==> config.mk <==
export PLATFORM = sky130hd
export DESIGN_NAME = i2c_addr_decoder
export DESIGN_NICKNAME = d
export VERILOG_FILES = /design/src/rtl/i2c_adec_pkg.sv /design/src/rtl/i2c_adec_bus.sv /design/src/rtl/i2c_adec_match.sv /design/src/rtl/i2c_adec_ctrl.sv /design/src/rtl/i2c_addr_decoder.sv
export SDC_FILE = /design/constraint.sdc
export NUM_CORES = 1
export LEC_CHECK = 0
export BUFFER_PORTS_ARGS = -buffer_cell sky130_fd_sc_hd__buf_2
export CAP_MARGIN = 20
export CORE_MARGIN = 5
export CORE_UTILIZATION = 40
export DETAILED_ROUTE_END_ITERATION = 6
export SYNTH_ARGS = -nofsm -noshare
export SYNTH_HDL_FRONTEND = slang
export SYNTH_HIERARCHICAL = 1
export SYNTH_SLANG_ARGS = --single-unit
==> constraint.sdc <==
create_clock -name clk -period 7.2 [get_ports clk]
set_clock_uncertainty 0.2 [all_clocks]
set_input_delay 0.72 -clock clk [delete_from_list [all_inputs] [get_ports clk]]
set_output_delay 0.72 -clock clk [all_outputs]
set_load 0.05 [all_outputs]
==> src/rtl/i2c_adec_pkg.sv <==
package i2c_adec_pkg;

    localparam int BYTE_BITS = 8;
    localparam int CNT_W     = $clog2(BYTE_BITS + 1);
    localparam logic [CNT_W-1:0] CNT_FULL = CNT_W'(BYTE_BITS);
    localparam logic [CNT_W-1:0] CNT_LAST = CNT_W'(BYTE_BITS - 1);

    localparam logic [4:0] TENBIT_PREFIX = 5'b11110;
    localparam logic [7:0] GC_CODE_RESET = 8'h06;
    localparam logic [7:0] GC_CODE_LOAD  = 8'h04;

    typedef enum logic [1:0] {
        ROLE_ADDR,
        ROLE_ADDR10LO,
        ROLE_GCCMD,
        ROLE_DATA
    } role_e;

    typedef enum logic [1:0] {
        HIT_NONE  = 2'd0,
        HIT_7BIT  = 2'd1,
        HIT_10BIT = 2'd2,
        HIT_GCALL = 2'd3
    } hit_e;

    typedef enum logic [1:0] {
        GC_RESET_LOAD = 2'd0,
        GC_LOAD_ONLY  = 2'd1,
        GC_HARDWARE   = 2'd2,
        GC_OTHER      = 2'd3
    } gccmd_e;

    typedef enum logic [2:0] {
        ST_IDLE,
        ST_RX,
        ST_STRETCH,
        ST_RELEASE,
        ST_ACK,
        ST_TX,
        ST_TXACK
    } state_e;

    typedef struct packed {
        logic  ack;
        logic  report_hit;
        hit_e  hit;
        logic  rw;
        logic  go_tx;
        role_e next_role;
        logic  ten_full_set;
        logic  is_gccmd;
        logic  is_data;
    } verdict_t;

    function automatic gccmd_e gc_classify(input logic [7:0] b);
        if (b[0])                    return GC_HARDWARE;
        else if (b == GC_CODE_RESET) return GC_RESET_LOAD;
        else if (b == GC_CODE_LOAD)  return GC_LOAD_ONLY;
        else                         return GC_OTHER;
    endfunction

endpackage

==> src/rtl/i2c_adec_bus.sv <==
module i2c_adec_bus #(
    parameter int SYNC_STAGES = 2
) (
    input  logic clk,
    input  logic rst,
    input  logic scl_in,
    input  logic sda_in,
    output logic scl_lvl,
    output logic sda_lvl,
    output logic scl_rise,
    output logic scl_fall,
    output logic start_seen,
    output logic stop_seen
);
    logic [SYNC_STAGES-1:0] scl_sync;
    logic [SYNC_STAGES-1:0] sda_sync;
    logic                   scl_prev;
    logic                   sda_prev;

    generate
        if (SYNC_STAGES == 1) begin : g_one
            always_ff @(posedge clk) begin
                if (rst) begin
                    scl_sync <= '1;
                    sda_sync <= '1;
                end else begin
                    scl_sync[0] <= scl_in;
                    sda_sync[0] <= sda_in;
                end
            end
        end else begin : g_chain
            always_ff @(posedge clk) begin
                if (rst) begin
                    scl_sync <= '1;
                    sda_sync <= '1;
                end else begin
                    scl_sync <= {scl_sync[SYNC_STAGES-2:0], scl_in};
                    sda_sync <= {sda_sync[SYNC_STAGES-2:0], sda_in};
                end
            end
        end
    endgenerate

    always_ff @(posedge clk) begin
        if (rst) begin
            scl_prev <= 1'b1;
            sda_prev <= 1'b1;
        end else begin
            scl_prev <= scl_lvl;
            sda_prev <= sda_lvl;
        end
    end

    assign scl_lvl    = scl_sync[SYNC_STAGES-1];
    assign sda_lvl    = sda_sync[SYNC_STAGES-1];
    assign scl_rise   = scl_lvl & ~scl_prev;
    assign scl_fall   = ~scl_lvl & scl_prev;
    assign start_seen = scl_lvl & scl_prev & sda_prev & ~sda_lvl;
    assign stop_seen  = scl_lvl & scl_prev & ~sda_prev & sda_lvl;

endmodule

==> src/rtl/i2c_adec_match.sv <==
module i2c_adec_match
    import i2c_adec_pkg::*;
(
    input  logic [7:0] byte_in,
    input  role_e      role,
    input  logic [6:0] own_addr7,
    input  logic [9:0] own_addr10,
    input  logic       en_7bit,
    input  logic       en_10bit,
    input  logic       gc_enable,
    input  logic       ten_full,
    input  logic       rx_accept,
    output verdict_t   v
);
    always_comb begin
        v           = '0;
        v.hit       = HIT_NONE;
        v.next_role = ROLE_DATA;
        unique case (role)
            ROLE_ADDR: begin
                if (byte_in[7:3] == TENBIT_PREFIX) begin
                    if (en_10bit && byte_in[2:1] == own_addr10[9:8]) begin
                        if (!byte_in[0]) begin
                            v.ack       = 1'b1;
                            v.next_role = ROLE_ADDR10LO;
                        end else if (ten_full) begin
                            v.ack        = 1'b1;
                            v.report_hit = 1'b1;
                            v.hit        = HIT_10BIT;
                            v.rw         = 1'b1;
                            v.go_tx      = 1'b1;
                        end
                    end
                end else if (byte_in[7:1] == 7'd0) begin
                    if (!byte_in[0] && gc_enable) begin
                        v.ack        = 1'b1;
                        v.report_hit = 1'b1;
                        v.hit        = HIT_GCALL;
                        v.next_role  = ROLE_GCCMD;
                    end
                end else if (en_7bit && byte_in[7:1] == own_addr7) begin
                    v.ack        = 1'b1;
                    v.report_hit = 1'b1;
                    v.hit        = HIT_7BIT;
                    v.rw         = byte_in[0];
                    v.go_tx      = byte_in[0];
                end
            end
            ROLE_ADDR10LO: begin
                if (byte_in == own_addr10[7:0]) begin
                    v.ack          = 1'b1;
                    v.report_hit   = 1'b1;
                    v.hit          = HIT_10BIT;
                    v.ten_full_set = 1'b1;
                end
            end
            ROLE_GCCMD: begin
                v.ack      = rx_accept;
                v.is_gccmd = 1'b1;
            end
            default: begin
                v.ack     = rx_accept;
                v.is_data = 1'b1;
            end
        endcase
    end

endmodule

==> src/rtl/i2c_adec_ctrl.sv <==
module i2c_adec_ctrl
    import i2c_adec_pkg::*;
(
    input  logic       clk,
    input  logic       rst,
    input  logic       scl_lvl,
    input  logic       sda_lvl,
    input  logic       scl_rise,
    input  logic       scl_fall,
    input  logic       start_seen,
    input  logic       stop_seen,
    input  logic       local_ready,
    input  logic [7:0] tx_byte,
    input  verdict_t   v,
    output logic [7:0] shreg,
    output role_e      role,
    output logic       ten_full,
    output logic       scl_hold,
    output logic       sda_pull,
    output logic       hit_valid,
    output hit_e       hit_kind,
    output logic       hit_rw,
    output logic       gc_valid,
    output gccmd_e     gc_kind,
    output logic       rx_valid,
    output logic [7:0] rx_byte,
    output logic       tx_taken
);
    state_e           state;
    logic [CNT_W-1:0] cnt;
    logic             ack_q;
    logic             go_tx_q;
    role_e            next_role_q;
    logic             mack;

    logic byte_full, may_stretch, at_slot, decide;

    always_comb begin
        byte_full   = (cnt == CNT_FULL);
        may_stretch = (role == ROLE_GCCMD) || (role == ROLE_DATA) || v.ack;
        at_slot     = (state == ST_RX) && scl_fall && byte_full;
        decide      = (at_slot && !(may_stretch && !local_ready)) ||
                      ((state == ST_STRETCH) && local_ready);
    end

    always_ff @(posedge clk) begin
        if (rst) begin
            state       <= ST_IDLE;
            role        <= ROLE_ADDR;
            cnt         <= '0;
            shreg       <= '0;
            ten_full    <= 1'b0;
            ack_q       <= 1'b0;
            go_tx_q     <= 1'b0;
            next_role_q <= ROLE_ADDR;
            mack        <= 1'b0;
            scl_hold    <= 1'b0;
            sda_pull    <= 1'b0;
            hit_valid   <= 1'b0;
            hit_kind    <= HIT_NONE;
            hit_rw      <= 1'b0;
            gc_valid    <= 1'b0;
            gc_kind     <= GC_OTHER;
            rx_valid    <= 1'b0;
            rx_byte     <= '0;
            tx_taken    <= 1'b0;
        end else begin
            hit_valid <= 1'b0;
            gc_valid  <= 1'b0;
            rx_valid  <= 1'b0;
            tx_taken  <= 1'b0;
            if (stop_seen) begin
                state    <= ST_IDLE;
                sda_pull <= 1'b0;
                scl_hold <= 1'b0;
                ten_full <= 1'b0;
            end else if (start_seen) begin
                state    <= ST_RX;
                role     <= ROLE_ADDR;
                cnt      <= '0;
                sda_pull <= 1'b0;
                scl_hold <= 1'b0;
            end else if (decide) begin
                sda_pull    <= v.ack;
                ack_q       <= v.ack;
                go_tx_q     <= v.go_tx;
                next_role_q <= v.next_role;
                scl_hold    <= (state == ST_STRETCH);
                if (state == ST_STRETCH) state <= ST_RELEASE;
                else                     state <= v.ack ? ST_ACK : ST_IDLE;
                if (v.ack) begin
                    hit_valid <= v.report_hit;
                    hit_kind  <= v.hit;
                    hit_rw    <= v.rw;
                    gc_valid  <= v.is_gccmd;
                    gc_kind   <= gc_classify(shreg);
                    rx_valid  <= v.is_data;
                    rx_byte   <= shreg;
                end
                if (role == ROLE_ADDR && !(v.ack && v.hit == HIT_10BIT))
                    ten_full <= 1'b0;
                if (v.ack && v.ten_full_set)
                    ten_full <= 1'b1;
            end else begin
                unique case (state)
                    ST_RX: begin
                        if (scl_rise && !byte_full) begin
                            shreg <= {shreg[6:0], sda_lvl};
                            cnt   <= cnt + 1'b1;
                        end else if (at_slot) begin
                            state    <= ST_STRETCH;
                            scl_hold <= 1'b1;
                        end
                    end
                    ST_RELEASE: begin
                        scl_hold <= 1'b0;
                        state    <= ack_q ? ST_ACK : ST_IDLE;
                    end
                    ST_ACK: begin
                        if (scl_fall) begin
                            cnt <= '0;
                            if (go_tx_q) begin
                                shreg    <= tx_byte;
                                sda_pull <= ~tx_byte[7];
                                tx_taken <= 1'b1;
                                state    <= ST_TX;
                            end else begin
                                sda_pull <= 1'b0;
                                role     <= next_role_q;
                                state    <= ST_RX;
                            end
                        end
                    end
                    ST_TX: begin
                        if (scl_fall) begin
                            if (cnt == CNT_LAST) begin
                                sda_pull <= 1'b0;
                                state    <= ST_TXACK;
                            end else begin
                                shreg    <= {shreg[6:0], 1'b0};
                                sda_pull <= ~shreg[6];
                                cnt      <= cnt + 1'b1;
                            end
                        end
                    end
                    ST_TXACK: begin
                        if (scl_rise) mack <= ~sda_lvl;
                        if (scl_fall) begin
                            cnt <= '0;
                            if (mack) begin
                                shreg    <= tx_byte;
                                sda_pull <= ~tx_byte[7];
                                tx_taken <= 1'b1;
                                state    <= ST_TX;
                            end else begin
                                state <= ST_IDLE;
                            end
                        end
                    end
                    default: ;
                endcase
            end
        end
    end

    // the data line only moves while the clock is low
    a_r10_sda_moves_scl_low: assert property (@(posedge clk) disable iff (rst)
        !$stable(sda_pull) |-> !scl_lvl);

    // a stretched clock is freed only after the acknowledge is on the data line
    a_r9_ack_before_release: assert property (@(posedge clk) disable iff (rst)
        ($fell(scl_hold) && ack_q) |-> $past(sda_pull));

    // an idle decoder drives neither line
    a_r3_idle_silent: assert property (@(posedge clk) disable iff (rst)
        (state == ST_IDLE && $past(state) == ST_IDLE) |-> (!sda_pull && !scl_hold));

    // at most one report per cycle
    a_r2_one_report: assert property (@(posedge clk) disable iff (rst)
        $onehot0({hit_valid, gc_valid, rx_valid}));

endmodule

==> src/rtl/i2c_addr_decoder.sv <==
module i2c_addr_decoder
    import i2c_adec_pkg::*;
#(
    parameter int SYNC_STAGES = 2
) (
    input  logic       clk,
    input  logic       rst,
    input  logic       scl_in,
    input  logic       sda_in,
    input  logic [6:0] own_addr7,
    input  logic [9:0] own_addr10,
    input  logic       en_7bit,
    input  logic       en_10bit,
    input  logic       gc_enable,
    input  logic       local_ready,
    input  logic       rx_accept,
    input  logic [7:0] tx_byte,
    output logic       scl_hold,
    output logic       sda_pull,
    output logic       hit_valid,
    output logic [1:0] hit_kind,
    output logic       hit_rw,
    output logic       gc_valid,
    output logic [1:0] gc_kind,
    output logic       rx_valid,
    output logic [7:0] rx_byte,
    output logic       tx_taken
);
    logic       scl_lvl, sda_lvl, scl_rise, scl_fall, start_seen, stop_seen;
    logic [7:0] shreg;
    role_e      role;
    logic       ten_full;
    verdict_t   verdict;
    hit_e       hit_kind_e;
    gccmd_e     gc_kind_e;

    i2c_adec_bus #(.SYNC_STAGES(SYNC_STAGES)) u_bus (
        .clk        (clk),
        .rst        (rst),
        .scl_in     (scl_in),
        .sda_in     (sda_in),
        .scl_lvl    (scl_lvl),
        .sda_lvl    (sda_lvl),
        .scl_rise   (scl_rise),
        .scl_fall   (scl_fall),
        .start_seen (start_seen),
        .stop_seen  (stop_seen)
    );

    i2c_adec_match u_match (
        .byte_in    (shreg),
        .role       (role),
        .own_addr7  (own_addr7),
        .own_addr10 (own_addr10),
        .en_7bit    (en_7bit),
        .en_10bit   (en_10bit),
        .gc_enable  (gc_enable),
        .ten_full   (ten_full),
        .rx_accept  (rx_accept),
        .v          (verdict)
    );

    i2c_adec_ctrl u_ctrl (
        .clk         (clk),
        .rst         (rst),
        .scl_lvl     (scl_lvl),
        .sda_lvl     (sda_lvl),
        .scl_rise    (scl_rise),
        .scl_fall    (scl_fall),
        .start_seen  (start_seen),
        .stop_seen   (stop_seen),
        .local_ready (local_ready),
        .tx_byte     (tx_byte),
        .v           (verdict),
        .shreg       (shreg),
        .role        (role),
        .ten_full    (ten_full),
        .scl_hold    (scl_hold),
        .sda_pull    (sda_pull),
        .hit_valid   (hit_valid),
        .hit_kind    (hit_kind_e),
        .hit_rw      (hit_rw),
        .gc_valid    (gc_valid),
        .gc_kind     (gc_kind_e),
        .rx_valid    (rx_valid),
        .rx_byte     (rx_byte),
        .tx_taken    (tx_taken)
    );

    assign hit_kind = hit_kind_e;
    assign gc_kind  = gc_kind_e;

    // a general-call match requires reception to be enabled
    a_r6_gc_needs_enable: assert property (@(posedge clk) disable iff (rst)
        (hit_valid && hit_kind == HIT_GCALL) |-> $past(gc_enable));

endmodule

== Word level (Yosys, flattened, before mapping) ==
Cells that the tools add are included.
Cells by class
  add/sub/neg operators: 1
  $mul: 0
  div/mod/pow operators: 0
  order comparisons: 0
  eq/ne operators: 44
  shift operators: 0
  muxes and demuxes: 76
  bitwise logic cells: 17
  reduce and logical (&&, ||, !) cells: 48
Operators with widths (count)
  2-to-1 mux 8 bit: 9
  2-to-1 mux 4 bit: 10
  2-to-1 mux 3 bit: 12
  one-hot mux 8 bit (4 select lines): 1
  2-to-1 mux 1 bit: 24
  inequality test 3 x 1 -> 1 bit (second input constant): 7
  AND reduction 7 bit: 3
  2-to-1 mux 2 bit: 10
  inequality test 4 x 2 -> 1 bit (second input constant): 5
  equality test 8 x 3 -> 1 bit (second input constant): 2
  one-hot mux 3 bit (5 select lines): 1
  AND reduction 5 bit: 3
  logical AND 1 bit: 12
  2-to-1 mux 6 bit: 2
  one-hot mux 4 bit (3 select lines): 1
  nonzero test 4 bit: 3
  AND reduction 11 bit: 1
  inequality test 2 x 1 -> 1 bit (second input constant): 5
  inverter 1 bit: 10
  equality test 3 bit (second input constant): 3
  AND reduction 3 bit: 3
  equality test 8 bit: 1
  inequality test 2 bit (second input constant): 4
  AND 1 bit: 7
  other kinds (30): 47
Storage, ports and cells
  register bits after elaboration: 48
  latch bits: 0
  bits in writable memories: 0
  ROM bits: 0
  bits of input ports: 34
  output and inout bits: 19
  word-level logic and storage cells: 210
  memories: 0

== Logic depth before layout (Yosys ltp) ==
Gate-level depths: netlist of run 1.
  depth in word-level cells: 13
  mapped depth: 11
  mapped depth without buffers: 10

== Hierarchy ==
The synthesis of run 1 kept the hierarchy.
Modules (own cells, without submodules)
  i2c_adec_ctrl: instances 1, cells each 242, area each 2162.1 um^2
  i2c_adec_match: instances 1, cells each 60, area each 399.1 um^2
  i2c_adec_bus: instances 1, cells each 16, area each 190.2 um^2

== Worst setup path before layout of run 1 ==
OpenSTA, ideal clock, no wires.
  path kind: input port to flip-flop
  start point: input own_addr7[1]
  end point: register u_ctrl.rx_byte[0]
  library setup time: 132 ps
  arrival time: 2193 ps
  required time: 6868 ps
  setup slack: 4675 ps
  stages on the path: 11
  buffers on the path: 2
  cell sequence: xnor2_1 nand4_1 nor4_4 o22ai_2 nand3_2 and3_1 buf_2 nand2_4 buf_2 nand2_1 a21oi_1
RTL lines
  from (decl): RTL line i2c_addr_decoder.sv:10  | input logic [6:0] own_addr7,
  to (signal assigned): RTL line i2c_adec_ctrl.sv:98  | rx_byte <= shreg;
  to (decl): RTL line i2c_adec_ctrl.sv:26  | output logic [7:0] rx_byte,

==> impl_metrics.yaml, run 1 <==
sta:
  rsz0062_at_grt: "no"
  setup_tns_ns: 0
  finalCritPeriodShare_pct: 42.6
  worst_pin_slew_ns: 0.853
  setup_viol: 0
  whs_ns: 0.211
  hold_viol_final: 0
  relSlewSlack_pct: 43.1
  drv_slew: 0
  layout_setup_ws_ns: 4.13
  fmax_ghz: 0.326
  fin_crit_ns: 3.07
placement:
  dp_slack_ns: 4.07
  place_congestion: 0.794
  dp_cells: 431
  dpl.hpwl_microns: 5170
  portBuffers: 52
clock_network:
  holdBufCountCts: 0
  insertion_delay_ns: 0.31
  clk_pin_slew_ns: 0.10
  cts_setup_buffers: 0
  root_buffer: "clkbuf_8"
  clockBufferDepth: 2
  ctsResizeCount: 0
  cts_tree: "done"
  cts_made_buffers: 5
  htree_num_levels: 2
  cts.sinks: 48
critical_path:
  critical_path.startpoint: "u_ctrl/shreg[5]"
  worstReg2RegStart: "u_ctrl/shreg[5]"
  path_max_fanout: 19
  required_ns: 7.26
  endpoint_kind: "flip-flop"
  critPathArrivalTime_ns: 3.12
  critPathKind: "reg2reg"
  crit_path_start_kind: "flip-flop"
cells_and_area:
  synthToLayoutAreaGrowth_pct: 13.7
  drive_gt1_share_pct: 23.6
  fin_nets: 395
  final_common_cell: "buf_2"
  layout_common_cells: "buf_2, dfxtp_1, nand2_1"
  final_core_util_pct: 46.3
  final_cells: 440
  antenna_cells: 0
logic_synthesis:
  syn_area_per_cell_sq_um: 8.65
  ys.flop_type: "dfxtp_1"
  synthesis.area_sq_mm: 0.00275
  ys_seq_area_share_pct: 34.9
  ys_types: 63
  mappedNetlistNets: 354
  async_reset_ff_share_pct: 0
  ys_ff_latch: 48
  synth_cells: 318
  synth_warnings: 6
  synth_edf_count: 0
worst_hold_path:
  hp-start: "u_bus/scl_sync[0]"
  worstHoldPathType: "reg2reg"
floorplan:
  rows: 30
  coreArea_sq_mm: 0.00676
  die_x_microns: 92.9
  start_util_pct: 40.7
  die_h_microns: 92.9
  io_pins: 53
  dieArea_sq_mm: 0.00864
power:
  peakVddDrop_mv: 0.0806
  powerDensity_mw_per_mm2: 175
  power_leakage_nw: 1.20
route:
  vias: 2432
  finalWirelength_microns: 7160
  dr.pass1.iters: 4
  drc_errors: 0
  wire_per_inst_microns: 16.3
  via_per_inst: 5.53
  postRouteAntennaNets: 0
  first_iter_violations: 151
global_route:
  grt_overflow_total: 0
  grt_pass1_wl_microns: 12000
  track_usage_pct: 17.2
  antenna_found_initial: 0
  grt_pass1_vias: 2414
  grt_max_degree: 45
run:
  drv_cap: 0
outcome:
  outcome: "finished clean"
==> layout make-up <==
type,count,area [sq um]
Clock buffer,6,82.6
Clock inverter,2,38.8
Fill cell,694,3630
Inverter,15,56.3
Multi-Input combinational cell,236,1620
Sequential cell,48,961
Tap cell,80,100
Timing Repair Buffer,53,275
==> synthesized netlist by cell type (3+ instances only) <==
cell | n | share of area (%)
a21oi_1 | 29 | 5.3
a21oi_2 | 3 | 0.96
a22oi_1 | 4 | 1.1
a311oi_2 | 8 | 4.4
a31oi_1 | 4 | 0.91
and4b_1 | 3 | 1.1
buf_2 | 8 | 1.5
buf_4 | 4 | 1.1
buf_6 | 3 | 1.2
clkbuf_1 | 4 | 0.55
dfxtp_1 | 48 | 35
inv_1 | 15 | 2.0
mux2i_1 | 11 | 4.0
nand2_1 | 30 | 4.1
nand2b_1 | 3 | 0.68
nand3_1 | 16 | 2.9
nand3b_1 | 3 | 0.82
nand4_1 | 5 | 1.1
nor2_1 | 20 | 2.7
nor2b_1 | 3 | 0.68
nor3_1 | 11 | 2.0
nor3b_1 | 5 | 1.4
o21ai_0 | 5 | 0.91
o21ai_1 | 3 | 0.55
o32ai_1 | 3 | 0.96
or2_1 | 6 | 1.4
or4_1 | 3 | 0.82
xnor2_1 | 9 | 2.9
xor2_1 | 5 | 1.6
==> stage by stage <==
step	area [sq um]	power (mW)
floorplan	2750	0.322
global placement	2990	0.339
detailed placement	2990	0.340
CTS	3110	0.552
global route	3130	0.569
finish	3130	0.549
==> cells by family (layout without fill, tap and decap cells) <==
family | after synthesis | in the layout | synth area share [%]
AO/OA/AOI/OAI | 84 | 84 | 23.4
XOR/XNOR | 14 | 14 | 4.46
adder cells (fa/ha/maj) | 2 | 2 | 0.909
buffers and inverters | 34 | 76 | 6.37
flip-flops | 48 | 48 | 34.9
multiplexers | 12 | 12 | 4.55
AND/OR/NAND/NOR | 124 | 124 | 25.4
==> worst max-delay path, stage by stage (launching register included) <==
cell and delay [ns]:
dfxtp_1 0.44, or4_1 0.55, and4bb_1 0.32, or2_4 0.15
o22ai_2 0.09, nand3_2 0.13, and3_1 0.46, nand2_4 0.23
a311oi_1 0.31, a211o_1 0.13
==> state kept, by name (all words and copies together) (netlist names), 2 cells and up <==
name,flops
u_ctrl/gc_kind,2
u_ctrl/shreg,8
u_bus/sda_sync,2
u_ctrl/rx_byte,8
u_ctrl/next_role_q,2
u_ctrl/role,2
u_ctrl/state,3
u_bus/scl_sync,2
u_ctrl/hit_kind,2
u_ctrl/cnt,4
==> worst paths after layout <==
| kind | end | cells past startpoint | slack (ns) |
|---|---|---|---|
| worst max register to register | u_ctrl/gc_kind[0] | 9 | 4.13 |
| worst min register to register | u_bus/scl_sync[1] | 1 | 0.21 |
| worst min-delay path | u_bus/scl_sync[1] | 1 | 0.21 |
| worst max-delay path | u_ctrl/gc_kind[0] | 9 | 4.13 |
==> layer usage <==
metal  global-route usage, %  wire length (microns)  vias to the layer above
met2                    27.4                   3390                       38
met1                    23.7                   3420                     1155
li1                        -                      -                     1231
met4                    5.01                    100                        0
met3                    3.25                    249                        8
met5                       0                      0                        -
==> report_power, final <==
group          internal (mW)  leakage (nW)  switching, mW  total [mW]
clock network          0.114        0.0614          0.101       0.215
registers              0.269         0.388        0.00666       0.276
logic                 0.0248         0.750         0.0335      0.0583
No activity file was read; power rests on OpenSTA's default activity.
==> run 2: changes to the inputs <==
ABC_AREA = 1   (was not set)
clock period = 2.9 ns   (was 7.2 ns; I/O delays follow)
==> run 2 against run 1 <==
  * Non-clock buffer count grew 5
  * Synthesized area grew 3.0%
  * Highest routed layer unchanged
  * Critical path type unchanged
  * Synthesized cell count grew 42%
  * Critical endpoint is now u_ctrl/shreg[3]
  * Power grew to 3.2 times the previous value
==> impl_metrics.yaml, run 2 <==
outcome:
  outcome: "finished clean"
critical_path:
  critPathKind: "reg2reg"
  worstReg2RegStart: "u_ctrl/shreg[1]"
  crit_path_start_kind: "flip-flop"
  path_max_fanout: 9
  crit_chain: "inv_2 > nand2_2 > o21ai_0 > nor2_1 > nand3b_1 > nor2_1 > nor2_1 > nand2_1 > o21bai_1 > nand3_2 > nand2_4 > nor3_4 > nand2_2 > nand2_1 > a21oi_1"
  slowest_stage: "dfxtp_1"
  endpoint_kind: "flip-flop"
  required_ns: 2.87
  critPathArrivalTime_ns: 2.67
  max_stage_delay_ns: 0.48
  r2r_cells: 15
  rr_endpoint: "u_ctrl/shreg[3]"
  ff2ff_setup_slack_ns: 0.20
  crit_top_cell: "nor2_1"
logic_synthesis:
  ys_types: 37
  ys.flop_type: "dfxtp_1"
  synth_area_leaders: "dfxtp_1, nand2_1, inv_1, nor2_1, o21ai_0"
  mappedNetlistNets: 486
  synth_common_cells: "nand2_1, inv_1, nor2_1, dfxtp_1, o21ai_0"
  yosysMostFrequentCell: "nand2_1"
  syn_area_per_cell_sq_um: 6.30
  synth_warnings: 6
  yosysTopAreaCell: "dfxtp_1"
  synth_edf_count: 0
  synth_top_area_share_pct: 33.9
  ys_ff_latch: 48
  async_reset_ff_share_pct: 0
  ys_seq_area_share_pct: 33.9
  synthesis.area_sq_mm: 0.00284
  synth_cells: 450
power:
  power_leakage_nw: 1.59
  powerDensity_mw_per_mm2: 530
  p_sw_share_pct: 36.0
  peakVddDrop_mv: 0.334
  p_int_mw: 1.14
  total_power_mw: 1.78
  p_clk_share_pct: 27.1
  pwr-share-seq_pct: 42.8
  combPwrFrac_pct: 30.1
  p_sw_mw: 0.640
sta:
  worst_pin_slew_ns: 0.494
  relSlewSlack_pct: 67.0
  setup_viol: 0
  finalCritPeriodShare_pct: 93.1
  hold_viol_final: 0
  layout_setup_ws_ns: 0.200
  setup_tns_ns: 0
  fin_crit_ns: 2.70
  rsz0062_at_grt: "no"
  fmax_ghz: 0.370
  whs_ns: 0.162
  drv_slew: 0
worst_hold_path:
  worstHoldPathType: "in2reg"
  hp-start: "tx_byte[4]"
  holdPathEnd: "u_ctrl/shreg[4]"
  hold-path-cell-count: 5
floorplan:
  die_h_microns: 94.2
  dieArea_sq_mm: 0.00887
  die_x_microns: 94.2
  start_util_pct: 41.5
  coreArea_sq_mm: 0.00683
  io_pins: 53
  rows: 30
global_route:
  grt_overflow_total: 0
  antenna_found_initial: 0
  grt_max_degree: 22
  grt_pass1_vias: 2782
  track_usage_pct: 18.2
  grt_pass1_wl_microns: 12900
route:
  first_iter_violations: 185
  wire_per_inst_microns: 12.9
  dr.pass1.iters: 5
  drc_errors: 0
  via_per_inst: 4.87
  vias: 2944
  postRouteAntennaNets: 0
  finalWirelength_microns: 7800
clock_network:
  insertion_delay_ns: 0.30
  clockBufferDepth: 2
  cts_made_buffers: 5
  root_buffer: "clkbuf_8"
  cts.sinks: 48
  clk_pin_slew_ns: 0.09
  htree_num_levels: 2
  cts_tree: "done"
cells_and_area:
  multiInputGateArea_sq_mm: 0.00157
  final_common_cell: "nand2_1"
  antenna_cells: 0
  layout.area.seq_sq_um: 965
  nFillCells: 732
  design_area_sq_mm: 0.00335
  fin_nets: 544
  synthToLayoutAreaGrowth_pct: 18.3
  drive_gt1_share_pct: 17.9
  reg.largest.list: "u_ctrl/rx_byte: 8 flops, u_ctrl/shreg: 8 flops, u_ctrl/cnt: 4 flops"
  layout_common_cells: "nand2_1, inv_1, nor2_1"
placement:
  place_congestion: 0.934
  portBuffers: 52
  postPlaceCellArea_sq_mm: 0.00319
  dp_slack_ns: 0.197
  dpl.hpwl_microns: 6020
run:
  drv_cap: 0
==> run 2: cell count changes after synthesis, sizes merged, moves of 5 or more <==
cell	delta
mux2i	-11
nor3b	-5
buf	-12
o21ai	+29
inv	+56
nand2	+87
nor2	+48
a311oi	-9
nor3	-5
xor2	-5
nand3	+12
==> run 2: power groups by stage <==
stage | Sequential, mW | Combinational (mW) | Clock (mW)
3_5_place_dp | 0.777 | 0.522 | 0
4_1_cts | 0.763 | 0.526 | 0.501
5_1_grt | 0.771 | 0.594 | 0.537
2_1_floorplan | 0.838 | 0.323 | 0
6_report | 0.761 | 0.535 | 0.481
3_3_place_gp | 0.777 | 0.520 | 0
==> run 2: through the flow <==
step,utilization [%],instances
after floorplan,-,450
after global placement,46.7,593
after detailed placement,46.7,593
after CTS,48.6,603
after global routing,49.1,605
final,49.1,605
==> run 2: area by class of cell <==
cell class | instances | share of cell area, %
clock buffers | 5 | 2.05
clock inverters | 3 | 1.27
inverters | 71 | 7.95
multi-input cells | 324 | 46.8
flip-flops and latches | 48 | 28.8
well taps | 96 | 3.58
repair buffers | 58 | 9.63
==> run 2: worst max-delay path, delay by kind of cell, from the launching register on <==
family | cells | cell delay (ns)
AOI/OAI and AO/OA | 3 | 0.23
buffers and inverters | 1 | 0.09
DFF | 1 | 0.48
and+or+nand+nor | 11 | 1.56
==> run 2: how the worst max path moves through the flow <==
stage,from,endpoint,slack [ns],depth (start not counted)
after global placement,u_ctrl/shreg[6],u_ctrl/gc_kind[0],0.20,16
after global routing,u_ctrl/shreg[1],u_ctrl/shreg[2],0.02,15
after CTS,u_ctrl/shreg[6],u_ctrl/gc_kind[0],0.18,16
after detailed placement,u_ctrl/shreg[6],u_ctrl/gc_kind[0],0.20,16
after floorplan,u_ctrl/shreg[6],u_ctrl/shreg[6],0.69,15
final,u_ctrl/shreg[1],u_ctrl/shreg[3],0.20,15
==> run 2: timing repair <==
item,in CTS,in global routing
gates resized for setup,0,3
setup endpoints to repair,0,12
hold endpoints to repair,2,0
hold buffers,2,0
buffers inserted,0,2
==> run 2: logic make-up (layout without fill, tap and decap cells) <==
family	count (synthesis)	in the layout	synth area share [%]
AND/OR/NAND/NOR	242	242	38.6
XOR/XNOR	5	5	1.54
flip-flops	48	48	33.9
AO/OA/AOI/OAI	75	75	14.3
buffers and inverters	78	137	10.8
adder cells (fa/ha/maj)	2	2	0.882
==> run 2: routing by layer <==
layer  wire length [microns]  GRT usage (%)  part of all wire (%)  up-vias
met1                    3780           24.7                    48     1321
met4                     141           5.90                   1.8        0
met5                       0              0                     0        -
met2                    3530           29.1                    45       71
met3                     351           2.96                   4.5       11
li1                        -              -                     -     1541
==> run 3: changes to the inputs <==
CORE_MARGIN = 8   (was 5)
==> run 3 against run 2 <==
  * Sequential share of layout area up 0.50 points
  * Die area up 13%
  * Clock power down 20%
  * Combinational power about the same
  * Global-route usage down 2.1 points
  * First-iteration DRC count up 18%
  * Fmax up 4.4%
  * Worst setup slack better by 0.11 ns
  * Design area down 1.2%
  * Cell count down 0.50%
  * Count of clock-buffer cells in the layout unchanged
==> impl_metrics.yaml, run 3 (synthesis results as in run 2) <==
cells_and_area:
  drive_gt1_share_pct: 18.2
  antenna_cells: 0
  final_common_cell: "nand2_1"
  fin_nets: 542
  layout_common_cells: "nand2_1, inv_1, nor2_1"
  layout.area.seq_sq_um: 970
  reg.largest.list: "u_ctrl/rx_byte: 8 flops, u_ctrl/shreg: 8 flops, u_ctrl/cnt: 4 flops"
  multiInputGateArea_sq_mm: 0.00157
  nFillCells: 741
  final_cells: 602
  synthToLayoutAreaGrowth_pct: 16.9
run:
  drv_cap: 0
floorplan:
  rows: 30
  die_h_microns: 100
  die_x_microns: 100
  dieArea_sq_mm: 0.0100
  start_util_pct: 41.5
  io_pins: 53
  coreArea_sq_mm: 0.00683
sta:
  drv_slew: 0
  hold_viol_final: 0
  fin_crit_ns: 2.59
  relSlewSlack_pct: 66.1
  fmax_ghz: 0.387
  setup_viol: 0
  rsz0062_at_grt: "no"
  finalCritPeriodShare_pct: 89.2
  setup_tns_ns: 0
  worst_pin_slew_ns: 0.509
critical_path:
  crit_chain: "inv_1 > nand2_1 > o21ai_0 > nor2_1 > nand3b_1 > nor2_1 > nor2_1 > nand2_1 > o21bai_1 > nand3_2 > nand2_4 > nor3_4 > nand2_2 > nand2_1 > a21oi_1"
  worstReg2RegStart: "u_ctrl/shreg[5]"
  slowest_stage: "dfxtp_1"
  critPathArrivalTime_ns: 2.56
  rr_endpoint: "u_ctrl/shreg[2]"
  worst-path-stages: 15
  ff2ff_setup_slack_ns: 0.31
  path_buf_inv: 1
  path_max_fanout: 9
  endpoint_kind: "flip-flop"
  required_ns: 2.87
  crit_family: "simple AND/OR/NAND/NOR gates"
  critPathCapture: "u_ctrl/shreg[2]"
  max_stage_delay_ns: 0.43
  r2r_cells: 15
  critical_path.startpoint: "u_ctrl/shreg[5]"
  crit_path_start_kind: "flip-flop"
  critPathKind: "reg2reg"
global_route:
  track_usage_pct: 16.0
  grt_max_degree: 22
  grt_overflow_total: 0
  antenna_found_initial: 0
  grt_pass1_wl_microns: 13000
  grt_pass1_vias: 2752
power:
  power_leakage_nw: 1.57
  peakVddDrop_mv: 0.357
  powerDensity_mw_per_mm2: 508
route:
  wire_per_inst_microns: 13.3
  first_iter_violations: 219
  drc_errors: 0
  via_per_inst: 4.91
  finalWirelength_microns: 7990
  vias: 2954
  dr.pass1.iters: 5
  postRouteAntennaNets: 0
clock_network:
  clockBufferDepth: 2
  clk_pin_slew_ns: 0.09
  root_buffer: "clkbuf_8"
  cts.sinks: 48
  insertion_delay_ns: 0.30
  cts_made_buffers: 5
  cts_tree: "done"
  htree_num_levels: 2
placement:
  portBuffers: 52
  dp_cells: 592
  place_congestion: 0.915
  dpl.hpwl_microns: 6260
worst_hold_path:
  hp-start: "tx_byte[1]"
  worstHoldPathType: "in2reg"
outcome:
  outcome: "finished clean"
[run 3: cell types whose count changed in the layout (fill, tap and decap cells not counted)]
cell | before | now
buf_4 | 3 | 1
dfxtp_1 | 45 | 41
dfxtp_2 | 3 | 7
bufinv_16 | 1 | 0
[run 3: cell type report]
class	instances	share of cell area, %
multi-input combinational	324	47.3
sequential	48	29.3
timing repair buffer	56	9.29
inverter	71	8.04
tap	96	3.63
clock buffer	5	2.08
clock inverter	2	0.378
[run 3: what timing repair did]
action	4_1_cts	5_1_grt
resized for setup	0	7
hold buffers	2	0
endpoints found under the hold margin	2	0
buffers inserted	0	1
endpoints found under the setup margin	0	17
[run 3: worst min path at each step]
| stage | to | slack [ns] | cells past startpoint |
|---|---|---|---|
| after floorplan | u_ctrl/shreg[7] | 0.16 | 1 |
| after global placement | u_bus/scl_sync[1] | 0.18 | 1 |
| after detailed placement | u_bus/scl_sync[1] | 0.19 | 1 |
| after CTS | u_ctrl/shreg[1] | 0.15 | 5 |
| after global routing | u_ctrl/shreg[1] | 0.15 | 5 |
| final | u_ctrl/shreg[1] | 0.15 | 5 |
[run 3: metal layers]
layer / track usage [%] / vias up / part of all wire, %
li1: - / 1535 / -
met3: 3.46 / 12 / 5.5
met1: 21.1 / 1319 / 48
met2: 25.3 / 88 / 45
met4: 5.12 / 0 / 1.7
met5: 0 / - / 0
[run 3: metrics by stage]
step           setup slack [ns]  hold slack (ns)  area, sq um  power (mW)  utilization [%]
6_report                  0.314            0.149         3310        1.68             48.5
3_5_place_dp              0.202            0.192         3180        1.30             46.6
4_1_cts                   0.185            0.150         3280        1.69             48.1
2_1_floorplan             0.687            0.159         2840        1.16                -
5_1_grt                  0.0333            0.154         3310        1.80             48.5
3_3_place_gp              0.228            0.185         3180        1.30             46.6
[run 3: tightest hold or removal path, cell delays in order]
cell and delay, ns:
buf_2 0.10, nand2_1 0.05, nand2_1 0.05, nand3_1 0.07, a21oi_1 0.06
[run 3: power by group]
part,internal [mW],switching (mW),total (mW)
clock,0.164,0.221,0.385
combinational,0.165,0.372,0.537
sequential,0.716,0.0463,0.762
